## src/rtl/afr_pkg.sv

```systemverilog
package afr_pkg;

    localparam int FRAME_BITS = 19;
    localparam int WORD_BITS  = 8;
    localparam int ADDR_BITS  = 5;
    localparam int DATA_BITS  = 16;
    localparam int BCW        = $clog2(FRAME_BITS + 1);

    typedef enum logic [2:0] {
        ST_IDLE,
        ST_WAIT,
        ST_SHIFT,
        ST_FIN,
        ST_GAP
    } afr_state_e;

    typedef struct packed {
        logic [DATA_BITS-1:0] data;
        logic                 pos;
        logic                 over;
        logic                 under;
    } afr_result_t;

    // Control prefix 101 moves the channel; 100 keeps it and the address is don't-care.
    function automatic logic [WORD_BITS-1:0] afr_make_word(
        input logic                 upd,
        input logic [ADDR_BITS-1:0] addr
    );
        if (upd) return {3'b101, addr};
        return {3'b100, {ADDR_BITS{1'b0}}};
    endfunction

endpackage

```

## src/rtl/afr_sck_gen.sv

```systemverilog
module afr_sck_gen #(
    parameter int HALF_DIV = 4
) (
    input  logic clk,
    input  logic rst_n,
    input  logic run,
    output logic sck,
    output logic rise_now,
    output logic fall_now
);
    localparam int CW = (HALF_DIV > 1) ? $clog2(HALF_DIV) : 1;

    typedef struct packed {
        logic [CW-1:0] cnt;
        logic          sck;
    } gen_t;

    gen_t gen_q, gen_d;

    always_comb begin
        gen_d    = gen_q;
        rise_now = 1'b0;
        fall_now = 1'b0;
        if (!run) begin
            gen_d.cnt = '0;
            gen_d.sck = 1'b0;
        end else if (gen_q.cnt == CW'(HALF_DIV - 1)) begin
            gen_d.cnt = '0;
            gen_d.sck = ~gen_q.sck;
            rise_now  = ~gen_q.sck;
            fall_now  = gen_q.sck;
        end else begin
            gen_d.cnt = gen_q.cnt + 1'b1;
        end
    end

    always_ff @(posedge clk) begin
        if (!rst_n) gen_q <= '0;
        else        gen_q <= gen_d;
    end

    assign sck = gen_q.sck;

    // clock parks low once the frame engine stops running it
    p_idle_low_r3: assert property (@(posedge clk) disable iff (!rst_n)
        !run |=> !sck);

    // every edge is separated by HALF_DIV cycles, so an edge never follows an edge
    p_edge_spacing_r3: assert property (@(posedge clk) disable iff (!rst_n)
        (rise_now || fall_now) |=> !(rise_now || fall_now) || (HALF_DIV == 1));

endmodule

```

## src/rtl/afr_word_tx.sv

```systemverilog
module afr_word_tx #(
    parameter int WORD_BITS = 8
) (
    input  logic                 clk,
    input  logic                 rst_n,
    input  logic                 load,
    input  logic [WORD_BITS-1:0] load_word,
    input  logic                 shift,
    output logic                 sdi
);
    typedef struct packed {
        logic [WORD_BITS-1:0] sr;
    } tx_t;

    tx_t tx_q, tx_d;

    always_comb begin
        tx_d = tx_q;
        if (load)       tx_d.sr = load_word;
        else if (shift) tx_d.sr = {tx_q.sr[WORD_BITS-2:0], 1'b0};
    end

    always_ff @(posedge clk) begin
        if (!rst_n) tx_q <= '0;
        else        tx_q <= tx_d;
    end

    assign sdi = tx_q.sr[WORD_BITS-1];

    // the data-in bit only moves on a load or on a falling-edge shift
    p_sdi_steady_r4: assert property (@(posedge clk) disable iff (!rst_n)
        (!load && !shift) |=> $stable(sdi));

endmodule

```

## src/rtl/afr_range_decode.sv

```systemverilog
module afr_range_decode
    import afr_pkg::*;
(
    input  logic [DATA_BITS:0] bits_in,
    output afr_result_t        res
);
    logic sign_b;
    logic msb_b;

    always_comb begin
        sign_b    = bits_in[DATA_BITS];
        msb_b     = bits_in[DATA_BITS-1];
        res.data  = bits_in[DATA_BITS-1:0];
        res.pos   = sign_b;
        res.over  = sign_b & msb_b;
        res.under = ~sign_b & ~msb_b;
    end

endmodule

```

## src/rtl/adc_frame_reader.sv

```systemverilog
module adc_frame_reader
    import afr_pkg::*;
#(
    parameter int HALF_DIV    = 4,
    parameter int TIMEOUT_CYC = 100000,
    parameter int GAP_CYC     = 16
) (
    input  logic        clk,
    input  logic        rst_n,
    input  logic [4:0]  cfg_chan,
    input  logic        cfg_update,
    output logic        adc_cs_n,
    output logic        adc_sck,
    output logic        adc_sdi,
    input  logic        adc_sdo,
    output logic        res_valid,
    input  logic        res_ready,
    output logic [15:0] res_data,
    output logic        res_pos,
    output logic        res_over,
    output logic        res_under,
    output logic [4:0]  res_chan,
    output logic        conv_timeout
);
    localparam int TW = (TIMEOUT_CYC > 1) ? $clog2(TIMEOUT_CYC) : 1;
    localparam int GW = (GAP_CYC > 1) ? $clog2(GAP_CYC) : 1;

    typedef struct packed {
        afr_state_e           state;
        logic                 cs_n;
        logic                 sdo;
        logic [DATA_BITS:0]   rx;
        logic [BCW-1:0]       bit_cnt;
        logic [TW-1:0]        wait_cnt;
        logic [GW-1:0]        gap_cnt;
        logic                 upd;
        logic [ADDR_BITS-1:0] chan;
        logic [ADDR_BITS-1:0] active_chan;
        logic                 valid;
        afr_result_t          res;
        logic [ADDR_BITS-1:0] res_chan;
        logic                 timeout;
    } ctl_t;

    ctl_t q, d;

    logic        run;
    logic        sck_rise;
    logic        sck_fall;
    logic        sck_w;
    logic        tx_load;
    logic        tx_shift;
    logic        sdi_w;
    afr_result_t decoded;

    afr_sck_gen #(.HALF_DIV(HALF_DIV)) sck_gen_i (
        .clk      (clk),
        .rst_n    (rst_n),
        .run      (run),
        .sck      (sck_w),
        .rise_now (sck_rise),
        .fall_now (sck_fall)
    );

    afr_word_tx #(.WORD_BITS(WORD_BITS)) word_tx_i (
        .clk       (clk),
        .rst_n     (rst_n),
        .load      (tx_load),
        .load_word (afr_make_word(cfg_update, cfg_chan)),
        .shift     (tx_shift),
        .sdi       (sdi_w)
    );

    afr_range_decode range_i (
        .bits_in (q.rx),
        .res     (decoded)
    );

    always_comb begin
        d         = q;
        d.sdo     = adc_sdo;
        d.timeout = 1'b0;
        run       = (q.state == ST_SHIFT);
        tx_load   = 1'b0;
        tx_shift  = 1'b0;

        if (q.valid && res_ready) d.valid = 1'b0;

        unique case (q.state)
            ST_IDLE: begin
                if (!q.valid) begin
                    d.cs_n     = 1'b0;
                    d.wait_cnt = '0;
                    d.upd      = cfg_update;
                    d.chan     = cfg_chan;
                    tx_load    = 1'b1;
                    d.state    = ST_WAIT;
                end
            end
            ST_WAIT: begin
                // the first cycle still holds a sample taken before chip select fell
                if (q.wait_cnt != '0 && !q.sdo) begin
                    d.bit_cnt = '0;
                    d.state   = ST_SHIFT;
                end else if (q.wait_cnt == TW'(TIMEOUT_CYC - 1)) begin
                    d.timeout = 1'b1;
                    d.cs_n    = 1'b1;
                    d.gap_cnt = '0;
                    d.state   = ST_GAP;
                end else begin
                    d.wait_cnt = q.wait_cnt + 1'b1;
                end
            end
            ST_SHIFT: begin
                if (sck_rise) begin
                    d.rx      = {q.rx[DATA_BITS-1:0], q.sdo};
                    d.bit_cnt = q.bit_cnt + 1'b1;
                end
                if (sck_fall) begin
                    tx_shift = 1'b1;
                    if (q.bit_cnt == BCW'(FRAME_BITS)) d.state = ST_FIN;
                end
            end
            ST_FIN: begin
                d.cs_n     = 1'b1;
                d.valid    = 1'b1;
                d.res      = decoded;
                d.res_chan = q.active_chan;
                if (q.upd) d.active_chan = q.chan;
                d.state    = ST_IDLE;
            end
            ST_GAP: begin
                if (q.gap_cnt == GW'(GAP_CYC - 1)) d.state = ST_IDLE;
                else                               d.gap_cnt = q.gap_cnt + 1'b1;
            end
            default: d.state = ST_IDLE;
        endcase
    end

    always_ff @(posedge clk) begin
        if (!rst_n) begin
            q       <= '0;
            q.state <= ST_IDLE;
            q.cs_n  <= 1'b1;
            q.sdo   <= 1'b1;
        end else begin
            q <= d;
        end
    end

    assign adc_cs_n     = q.cs_n;
    assign adc_sck      = sck_w;
    assign adc_sdi      = sdi_w & ~q.cs_n;
    assign res_valid    = q.valid;
    assign res_data     = q.res.data;
    assign res_pos      = q.res.pos;
    assign res_over     = q.res.over;
    assign res_under    = q.res.under;
    assign res_chan     = q.res_chan;
    assign conv_timeout = q.timeout;

    // no clocking while deselected
    p_sck_low_deselect_r3: assert property (@(posedge clk) disable iff (!rst_n)
        adc_cs_n |-> !adc_sck);

    // shifting starts only after the data line was seen low
    p_shift_after_ready_r2: assert property (@(posedge clk) disable iff (!rst_n)
        (q.state == ST_SHIFT && $past(q.state) == ST_WAIT) |-> !$past(q.sdo));

    // rising-edge count never passes the frame length
    p_bitcnt_bound_r3: assert property (@(posedge clk) disable iff (!rst_n)
        q.bit_cnt <= BCW'(FRAME_BITS));

    // held result does not move until taken
    p_hold_payload_r8: assert property (@(posedge clk) disable iff (!rst_n)
        (res_valid && !res_ready) |=> (res_valid && $stable(q.res) && $stable(res_chan)));

    // pending result keeps the converter deselected
    p_pending_deselect_r8: assert property (@(posedge clk) disable iff (!rst_n)
        res_valid |-> adc_cs_n);

    // range flags never both set
    p_flags_exclusive_r6: assert property (@(posedge clk) disable iff (!rst_n)
        res_valid |-> !(res_over && res_under));

    // timeout pulse coincides with release and lasts one cycle
    p_timeout_release_r9: assert property (@(posedge clk) disable iff (!rst_n)
        conv_timeout |-> (adc_cs_n && !res_valid));
    p_timeout_pulse_r9: assert property (@(posedge clk) disable iff (!rst_n)
        conv_timeout |=> !conv_timeout);

    // outside a timeout, release only after a full frame
    p_release_full_frame_r10: assert property (@(posedge clk) disable iff (!rst_n)
        ($rose(adc_cs_n) && !conv_timeout) |-> (q.bit_cnt == BCW'(FRAME_BITS)));

endmodule

```

## config.mk

```make
export PLATFORM = sky130hd
export DESIGN_NAME = adc_frame_reader
export DESIGN_NICKNAME = d
export VERILOG_FILES = /design/src/rtl/afr_pkg.sv /design/src/rtl/afr_sck_gen.sv /design/src/rtl/afr_word_tx.sv /design/src/rtl/afr_range_decode.sv /design/src/rtl/adc_frame_reader.sv
export SDC_FILE = /design/constraint.sdc
export NUM_CORES = 1
export LEC_CHECK = 0
export ABC_CLOCK_PERIOD_IN_PS = 2000
export CAP_MARGIN = 15
export CORE_MARGIN = 1.5
export CORE_UTILIZATION = 47
export CTS_CLUSTER_SIZE = 14
export DETAILED_ROUTE_END_ITERATION = 16
export PLACE_DENSITY = 0.79
export SLEW_MARGIN = 20
export SYNTH_ARGS = -nofsm -noshare
export SYNTH_HDL_FRONTEND = slang
export SYNTH_SLANG_ARGS = --single-unit
export TNS_END_PERCENT = 5
```

## constraint.sdc

```tcl
create_clock -name clk -period 2 [get_ports clk]
set_clock_uncertainty 0.1 [all_clocks]
set_input_delay 0.4 -clock clk [delete_from_list [all_inputs] [get_ports clk]]
set_output_delay 0.4 -clock clk [all_outputs]
set_load 0.03 [all_outputs]
```

==> results of run 1 <==
final cells by class:
class,count,area [um^2],share of cell area [%]
clock buffer,9,124,2.41
clock inverter,7,81.3,1.58
inverter,7,26.3,0.511
multi-input combinational,351,2040,39.7
sequential,96,1930,37.4
tap,108,135,2.63
timing repair buffer,83,808,15.7
timing repair:
action,in CTS,in global routing
hold buffers,0,0
resized for setup,7,26
pin swaps,2,9
setup endpoints to repair,19,27
buffers inserted,0,3
cloned,0,2
worst max-delay path by stage:
stage,end,slack [ns],cells past startpoint,from
after CTS,q[45],-0.08,6,q[51]
after detailed placement,q[45],-0.04,7,q[41]
final,q[53],-0.06,8,q[42]
after global routing,q[57],-0.14,9,q[42]
after global placement,q[51],0.01,6,q[50]
after floorplan,q[44],-0.04,7,q[41]
flip-flops by register name (all words and copies together) (netlist names):
register         flops
conv_timeout         1
adc_cs_n             1
res_over             1
word_tx_i.tx_q       8
res_valid            1
sck_gen_i.sck        1
sck_gen_i.gen_q      2
res_chan             5
res_data            16
res_pos              1
res_under            1
q                   58
kinds of logic after synthesis:
family          share of synthesized area (%)
compound gates                           15.8
mux                                      1.91
xor+xnor                                 1.46
buf+inv                                  7.62
flops                                    45.9
fa+ha+maj                                1.49
simple gates                             25.8
metrics by stage:
| stage | instances | total power, W |
|---|---|---|
| 2_1_floorplan | 502 | 0.00214 |
| 3_3_place_gp | 641 | 0.00222 |
| 3_5_place_dp | 641 | 0.00223 |
| 4_1_cts | 657 | 0.00351 |
| 5_1_grt | 661 | 0.00363 |
| 6_report | 661 | 0.00350 |
power groups by stage:
stage	Clock (W)	Sequential, W	Combinational (W)
3_5_place_dp	0	0.00201	0.000223
3_3_place_gp	0	0.00200	0.000217
5_1_grt	0.00140	0.00197	0.000262
2_1_floorplan	0	0.00200	0.000136
4_1_cts	0.00132	0.00196	0.000224
6_report	0.00129	0.00196	0.000240
worst max-delay path, delay by kind of cell (launching register included):
kind,cells,cell delay (ns)
adders and majority gates,1,0.16
DFF,1,0.34
and+or+nand+nor,2,0.76
AOI/OAI and AO/OA,2,0.26
buffers and inverters,3,0.36
cells in the mapped netlist (6+ instances only):
| library cell | instances |
|---|---|
| o21ai_0 | 8 |
| or4_1 | 10 |
| nand2_1 | 119 |
| dfxtp_1 | 96 |
| nor2_1 | 18 |
| buf_2 | 6 |
| or3_1 | 6 |
| mux2i_1 | 8 |
| nand4_1 | 10 |
| nor3_1 | 7 |
| clkbuf_1 | 17 |
| buf_4 | 22 |
| inv_1 | 6 |
| nand3_1 | 18 |
| o31ai_1 | 10 |
| a21oi_1 | 68 |
layer usage:
layer | global-route usage, % | wire length [um]
met1 | 24.3 | 4040
met5 | 0 | 0
met3 | 3.74 | 496
met2 | 34.5 | 4900
met4 | 8.46 | 233
placed cells by master (no fill, tap or decap), drive strengths merged, types with 10 or more instances in the layout:
| cell | instances |
|---|---|
| o21ai | 10 |
| clkdlybuf4s50 | 34 |
| nand3 | 19 |
| nand2 | 119 |
| inv | 12 |
| nand4 | 10 |
| a21oi | 68 |
| dfxtp | 96 |
| o31ai | 10 |
| clkbuf | 10 |
| buf | 44 |
| or4 | 11 |
| nor2 | 18 |
==> metrics.md, run 1 <==
| Metric | Value |
|---|---|
| Hold_sp | sck_gen_i.gen_q[1] |
| Sw Ratio | 26.9% |
| Global-route wire length before repair | approximately 16000 um |
| Post-synthesis instance area | roughly 4200 um^2 |
| PwrDens | just under 700 nW/um^2 |
| Post-detail-place hpwl | between 6000 and 7000 um |
| Design area | between 5000 and 6000 um^2 |
| DRC viols | 0 |
| Max-Cap Viols | 0 |
| Worst setup EP type | flip-flop |
| CTS tree | done |
| Fillers | approximately 760 |
| GRT Overall Usage | 20.0% |
| Reg clk slew, reported paths | roughly 0.1 ns |
| Post-DR wirelength/cell | 14.6 um |
| Routed vias | between 3000 and 4000 |
| R2R Path End | q[53] |
| Total CTS buffers | 9 |
| Clock Tree Buf Depth | 2 |
| Post-placement cell area | 4790 um^2 |
| Ports | 39 |
| Clock network power share | a little under two fifths |
| FF-to-FF Start | q[42] |
| Wirelength, routed | 9670 um |
| Final Hold Viols | 0 |
| RSZ-0062 raised after global routing | true |
| Distinct cells, synth | just over 50 |
| Num rows | 34 |
| GRT Residual Overflow | 0 |
| Psw | around 0.00094 W |
| Layout cells sized above 1 | between 15 and 20% |
| Worst slew margin | 72.4% |
| Worst Reg-to-Reg Cells | 8 |
| Setup-failing EPs final | 15 |
| Hold crit path type | flip-flop to flip-flop |
| Min Tclk post-route | approximately 2.1 ns |
| EDFF count, synth | 0 |
| Crit path max fanout | 14 |
| Critical path, cell by cell | buf_4 -> inv_1 -> ha_2 -> and4b_2 -> a211oi_4 -> buf_12 -> or4_1 -> a21oi_1 |
| Critical path required time | around 2.2 ns |
| Net count after synthesis | 517 |
| Placer Congestion | between 0.8 and 0.9 |
| Post-synthesis cell count | between 500 and 600 |
| Via density | roughly 5.6 |
| Antenna viol nets, final | 0 |
| CTS sink count | 96 |
| DR iter-0 viols | between 100 and 150 |
| FFs w/ async S/R, synth | 0% |
| Internal | approximately 0.0026 W |
| Die Span Y | ~100 um |
| DR pass1 iterations | 6 |
| Hold Path Stages | 1 |
| Final Max Slew Viols | 0 |
| Initial antenna violation count | 0 |
| Starting Density | ~48% |
| Clk root buf | clkbuf_8 |
| Core footprint | a little under 9000 um^2 |
| Clock latency at the later pin of the worst-skew pair | about 0.38 ns |
| Critical path class | flip-flop to flip-flop |
| Share of total power in sequential cells | around 56% |
| Slowest-stage cell, CP | or4_1 |
| Final period util | 103% |
| WHS | 0.333 ns |
| Largest net degree at the start of global routing | 59 |
| Status | complete, but fails checks |
| Post-place setup slack | -0.0387 ns |
| Hold Path End | sck_gen_i.gen_q[1] |
| Post-Syn Area per Cell | between 8 and 9 um^2 |
| #FFs+latches synth | 96 |
| Reg2reg setup slack | -0.06 ns |
| Yosys warnings | 0 |
| Sequential area share after synthesis | between 40 and 50% |
| Horiz. Die Dim | slightly below 100 um |
| Nets | ~560 |
| Worst Setup Start Kind | flip-flop |
| Cell taking the most area after synthesis | dfxtp_1 |
| Peak VDD IR | around 0.00037 V |
| Diode count | 0 |
| Area share of the largest cell type after synthesis | a little under half |
| H-Tree Depth | 3 |
| Number of port buffers | 38 |
| Failing checks | negative setup slack |
| Top cells by area, synth | dfxtp_1 46%, nand2_1 11%, a21oi_1 8.1%, buf_4 3.9%, nand3_1 2.2% |
| Fmax | 485 MHz |
| Vias in the first global route | 3363 |
| Arr. time, crit path | approximately 2.3 ns |
| Leakage | approximately 1.8 nW |
| Largest stage delay, worst path | ~0.49 ns |
| Setup tns final | -0.534 ns |
| Area Overhead vs Synth | 22.9% |
| Worst Setup Slack, final | -0.0627 ns |
| DIE AREA | approximately 9500 um^2 |
| Final Util | about 59% |
| Slew at the pin with the worst max-slew slack | 0.413 ns |
| Main synth FF type | dfxtp_1 |
| Fraction of power consumed by combinational cells | 6.9% |
No activity file was read; power rests on OpenSTA's default activity.
==> inputs of run 2 (changes only) <==
--- a/config.mk
+++ b/config.mk
@@ -11,6 +11,7 @@
 export CORE_UTILIZATION = 47
 export CTS_CLUSTER_SIZE = 14
 export DETAILED_ROUTE_END_ITERATION = 16
+export HOLD_SLACK_MARGIN = 0.08
 export PLACE_DENSITY = 0.79
 export SLEW_MARGIN = 20
 export SYNTH_ARGS = -nofsm -noshare
==> results of run 2 <==
Same layout as run 1: the final DEF is identical, and so are final timing and power.
